--- src/rtl/pid_tlb.sv ---
module pid_tlb #(
  parameter int ENTRIES = 16,
  parameter int VPN_W   = 20,
  parameter int PPN_W   = 18,
  parameter int PID_W   = 8
) (
  input  logic             clk,
  input  logic             rst_n,
  input  logic             priv_mode,
  input  logic             lk_valid,
  input  logic [VPN_W-1:0] lk_vpn,
  input  logic [PID_W-1:0] lk_pid,
  input  logic             lk_store,
  input  logic             lk_user,
  output logic             rsp_valid,
  output logic             rsp_hit,
  output logic             rsp_miss,
  output logic             rsp_fault,
  output logic [PPN_W-1:0] rsp_ppn,
  output logic [1:0]       rsp_perm,
  input  logic             fill_en,
  input  logic [VPN_W-1:0] fill_vpn,
  input  logic [PID_W-1:0] fill_pid,
  input  logic [PPN_W-1:0] fill_ppn,
  input  logic [1:0]       fill_perm,
  input  logic             inv_all,
  input  logic             inv_pid_en,
  input  logic [PID_W-1:0] inv_pid
);
  localparam int IDX_W = (ENTRIES > 1) ? $clog2(ENTRIES) : 1;

  logic [ENTRIES-1:0] vld;
  logic [VPN_W-1:0]   e_vpn  [ENTRIES];
  logic [PID_W-1:0]   e_pid  [ENTRIES];
  logic [PPN_W-1:0]   e_ppn  [ENTRIES];
  logic [1:0]         e_perm [ENTRIES];
  logic [IDX_W-1:0]   ptr;

  logic [ENTRIES-1:0] lk_match, fl_match, iv_match, wr_sel;
  logic [PPN_W-1:0]   sel_ppn;
  logic [1:0]         sel_perm;

  wire inv_any = priv_mode && (inv_all || inv_pid_en);
  wire do_fill = priv_mode && fill_en && !inv_all && !inv_pid_en;
  wire refill  = |fl_match;

  for (genvar g = 0; g < ENTRIES; g++) begin : g_ent
    assign lk_match[g] = vld[g] && (e_vpn[g] == lk_vpn) && (e_pid[g] == lk_pid);
    assign fl_match[g] = vld[g] && (e_vpn[g] == fill_vpn) && (e_pid[g] == fill_pid);
    assign iv_match[g] = vld[g] && (e_pid[g] == inv_pid);
    assign wr_sel[g]   = refill ? fl_match[g] : (ptr == IDX_W'(g));

    always_ff @(posedge clk) begin
      if (do_fill && wr_sel[g]) begin
        e_vpn[g]  <= fill_vpn;
        e_pid[g]  <= fill_pid;
        e_ppn[g]  <= fill_ppn;
        e_perm[g] <= fill_perm;
      end
    end
  end

  always_comb begin
    sel_ppn  = '0;
    sel_perm = '0;
    for (int i = 0; i < ENTRIES; i++) begin
      if (lk_match[i]) begin
        sel_ppn  = sel_ppn | e_ppn[i];
        sel_perm = sel_perm | e_perm[i];
      end
    end
  end

  wire hit_any = |lk_match;
  wire viol    = (lk_store && !sel_perm[0]) || (lk_user && !sel_perm[1]);

  always_ff @(posedge clk) begin
    if (!rst_n) begin
      vld <= '0;
      ptr <= '0;
    end else if (inv_any) begin
      vld <= inv_all ? '0 : (vld & ~iv_match);
    end else if (do_fill) begin
      vld <= vld | wr_sel;
      ptr <= (ptr == IDX_W'(ENTRIES - 1)) ? '0 : ptr + 1'b1;
    end
  end

  always_ff @(posedge clk) begin
    if (!rst_n) begin
      rsp_valid <= 1'b0;
      rsp_hit   <= 1'b0;
      rsp_miss  <= 1'b0;
      rsp_fault <= 1'b0;
      rsp_ppn   <= '0;
      rsp_perm  <= '0;
    end else begin
      rsp_valid <= lk_valid;
      rsp_hit   <= lk_valid && hit_any && !viol;
      rsp_fault <= lk_valid && hit_any && viol;
      rsp_miss  <= lk_valid && !hit_any;
      rsp_ppn   <= (lk_valid && hit_any && !viol) ? sel_ppn : '0;
      rsp_perm  <= (lk_valid && hit_any) ? sel_perm : '0;
    end
  end
endmodule


--- config.mk ---
export PLATFORM = sky130hd
export DESIGN_NAME = pid_tlb
export DESIGN_NICKNAME = d
export VERILOG_FILES = /design/src/rtl/pid_tlb.sv
export SDC_FILE = /design/constraint.sdc
export NUM_CORES = 2
export LEC_CHECK = 0
export BUFFER_PORTS_ARGS = -buffer_cell sky130_fd_sc_hd__buf_2
export CAP_MARGIN = 20
export CORE_ASPECT_RATIO = 0.6
export CORE_MARGIN = 2
export CORE_UTILIZATION = 50
export CTS_BUF_LIST = sky130_fd_sc_hd__clkbuf_16
export CTS_CLUSTER_SIZE = 25
export DETAILED_ROUTE_END_ITERATION = 8
export PLACE_DENSITY = 0.66
export SETUP_SLACK_MARGIN = 0.05
export SLEW_MARGIN = 10
export SYNTH_ARGS = -nofsm -noshare
export SYNTH_HDL_FRONTEND = slang
export SYNTH_SLANG_ARGS = --single-unit
--- constraint.sdc ---
create_clock -name clk -period 7.3 [get_ports clk]
set_input_delay 1.095 -clock clk [delete_from_list [all_inputs] [get_ports clk]]
set_output_delay 1.095 -clock clk [all_outputs]
set_load 0.01 [all_outputs]
==> results.cfg <==
[outcome]
status = complete, no violations

[timing]
fmax_mhz = 194
finalHoldViolations = 0
maxSlewHeadroom = 0.215
min_period_ns = 5.15
setup_violations = 0
worst_pin_slew_ns = 1.18
period_share = 0.706
rsz0062_at_grt = false
drv_slew = 0
skew_ns = 0.0328
setup_ws_ns = 2.15
setup-tns-final_ns = 0

[logic_synthesis]
synth_area_per_cell_um2 = 13.4
synth_edf_count = 768
netlist_instances = 2969
synth_cell_type_count = 49
synth_seq_area_share = 0.601
ys.flop_type = edfxtp_1
yosys_warnings = 0
syn_area_um2 = 39800
synth.net_count = 3066
postSynth.asyncResetShare = 0
ys_seq_elements = 812

[setup_path]
arrival_ns = 5.49
reg2reg_slack_ns = 2.86
cp_max_fo = 23
crit_path_start_kind = input port
reg2reg_from = e_pid[1][16]
reg2reg_to = e_vpn[0][143]
crit_type = in2reg
worst_r2r_path_depth = 9
slowest_stage = a21oi_4
cp_slowest_stage_delay_ns = 0.84
cp_cell_sequence = buf_2, xnor2_1, nand4_1, nor4_1, nand4_1, nand4_1, nor4_1, nand3_1, a21oi_4, buf_4
cp.required_ns = 7.63
endpoint_kind = flip-flop
crit_top_cell = nand4_1

[global_routing]
overflow = 0
grt_pass1_vias = 27000
grt_pass1_wl_mm = 212
grt_usage = 0.370
grt_antenna_before_repair = 5
grt_max_degree = 49

[placed_design]
place.gp.congestion = 1.04
dpl_cell_area_um2 = 42100
dp_hpwl_mm = 98.7
dp_worst_setup_slack_ns = 1.73
io_buffers = 116

[die]
core_area_um2 = 79200
die-width_um = 368
die_area_um2 = 82000
placementRows = 80
io_pins = 117
start_util = 0.503
die_h_um = 223

[drt]
ant_nets = 0
drc = 0
num_vias = 28600
via_per_inst = 6.72
drt_pass1_iterations = 7
routed_wl_mm = 154
drtIter0Drc = 5311
wl_per_cell_um = 36.1

[pwr]
peakVddDrop_uv = 157
p_leak_nw = 13.9
power_density_nw_per_um2 = 228

[clock_tree]
path_clk_slew_ns = 0.06
cts_hold_buf = 0
cts_repair_resize_count = 0
numCtsBuffers = 79
htree_levels = 3
clock_latency_ns = 0.69
numClockSinks = 812
root_buffer = clkbuf_16
cts_tree = built
post-cts-setup-buffer-count = 0
cts_max_path_buffers = 3

[finish]
nets = 3211
drive_gt1_frac = 0.132
final_cell_mix = edfxtp_1, xnor2_1, xor2_1
layout_commonest_cell = edfxtp_1
area_growth_pct = 12.4
stdcell_area_um2 = 44800

[hold_path]
hold_end = vld[11]
hp-start = vld[11]
hold_class = reg2reg
whs_path_depth = 2

[run]
drv_cap = 0
[kinds of logic after synthesis]
| family | Yosys count | share of synthesized area |
|---|---|---|
| xor+xnor | 1007 | 0.222 |
| flops | 812 | 0.601 |
| simple gates | 733 | 0.108 |
| compound gates | 216 | 0.0402 |
| buf+inv | 197 | 0.0271 |
| fa+ha+maj | 4 | 0.00126 |
[per-layer routing]
| layer | track usage | wire, um | part of all wire | vias up |
|---|---|---|---|---|
| met2 | 0.485 | 59900 | 0.39 | 2432 |
| li1 | - | - | - | 11400 |
| met3 | 0.123 | 23900 | 0.16 | 394 |
| met1 | 0.561 | 63100 | 0.41 | 14300 |
| met4 | 0.139 | 6650 | 0.043 | 0 |
| met5 | 0 | 0 | 0 | - |
[power breakdown]
group	internal, W	switching [W]
sequential	0.00509	0.00000443
combinational	0.000233	0.000609
clock	0.00239	0.00188
[final cells by class]
| cell class | instances | area, um2 |
|---|---|---|
| fill | 6313 | 34400 |
| sequential | 812 | 23900 |
| multi-input combinational | 1960 | 15000 |
| clock buffer | 85 | 2130 |
| timing repair buffer | 241 | 1730 |
| tap | 1066 | 1330 |
| clock inverter | 63 | 513 |
| inverter | 20 | 75.1 |
| antenna | 1 | 2.50 |
[worst max path at each step]
stage               cells past startpoint  slack [ns]          from            end
detailed placement                     10        1.73  fill_vpn[19]  e_vpn[0][144]
finish                                 10        2.15  fill_vpn[19]  e_vpn[0][143]
CTS                                    10        2.44  fill_vpn[19]  e_vpn[0][143]
global placement                       11        1.78   fill_pid[5]  e_vpn[0][150]
floorplan                              10        1.52   fill_vpn[2]   e_perm[0][6]
global route                           11        2.17   fill_pid[5]  e_vpn[0][143]
[synth_stat cells (all sizes together) (9+ instances only)]
library cell / count / area (um2)
a21oi: 28 / 140
a22oi: 80 / 601
dfxtp: 44 / 881
nor4: 162 / 1080
o21ai: 24 / 124
clkbuf: 35 / 131
nor2: 23 / 86.3
a222oi: 44 / 440
nor3: 39 / 285
edfxtp: 768 / 23100
buf: 142 / 872
inv: 20 / 75.1
xnor2: 625 / 5480
a21boi: 9 / 67.6
nand2: 117 / 439
nand4: 268 / 1680
nand3: 72 / 360
xor2: 382 / 3350
[metrics by stage]
| step | power, W | utilization | std cells | hold slack, ns |
|---|---|---|---|---|
| detailed placement | 0.00600 | 0.531 | 4097 | 0.495 |
| global route | 0.0104 | 0.565 | 4247 | 0.547 |
| CTS | 0.0102 | 0.565 | 4245 | 0.509 |
| global placement | 0.00599 | 0.531 | 4095 | 0.500 |
| floorplan | 0.00563 | - | 2969 | 0.444 |
| finish | 0.0102 | 0.565 | 4248 | 0.514 |
[critical path: cells and delay by family]
family,cells,cell delay (ns)
XOR/XNOR,1,0.20
AND/OR/NAND/NOR,6,2.06
buffers and inverters,2,1.19
AO/OA/AOI/OAI,1,0.84
[sequential cells by signal (all words and copies together), names as in the netlist]
name,flops
rsp_valid,1
rsp_fault,1
e_perm,32
rsp_hit,1
e_pid,128
ptr,4
vld,16
rsp_perm,2
rsp_ppn,18
rsp_miss,1
e_ppn,288
e_vpn,320
No activity file was read; power rests on OpenSTA's default activity.
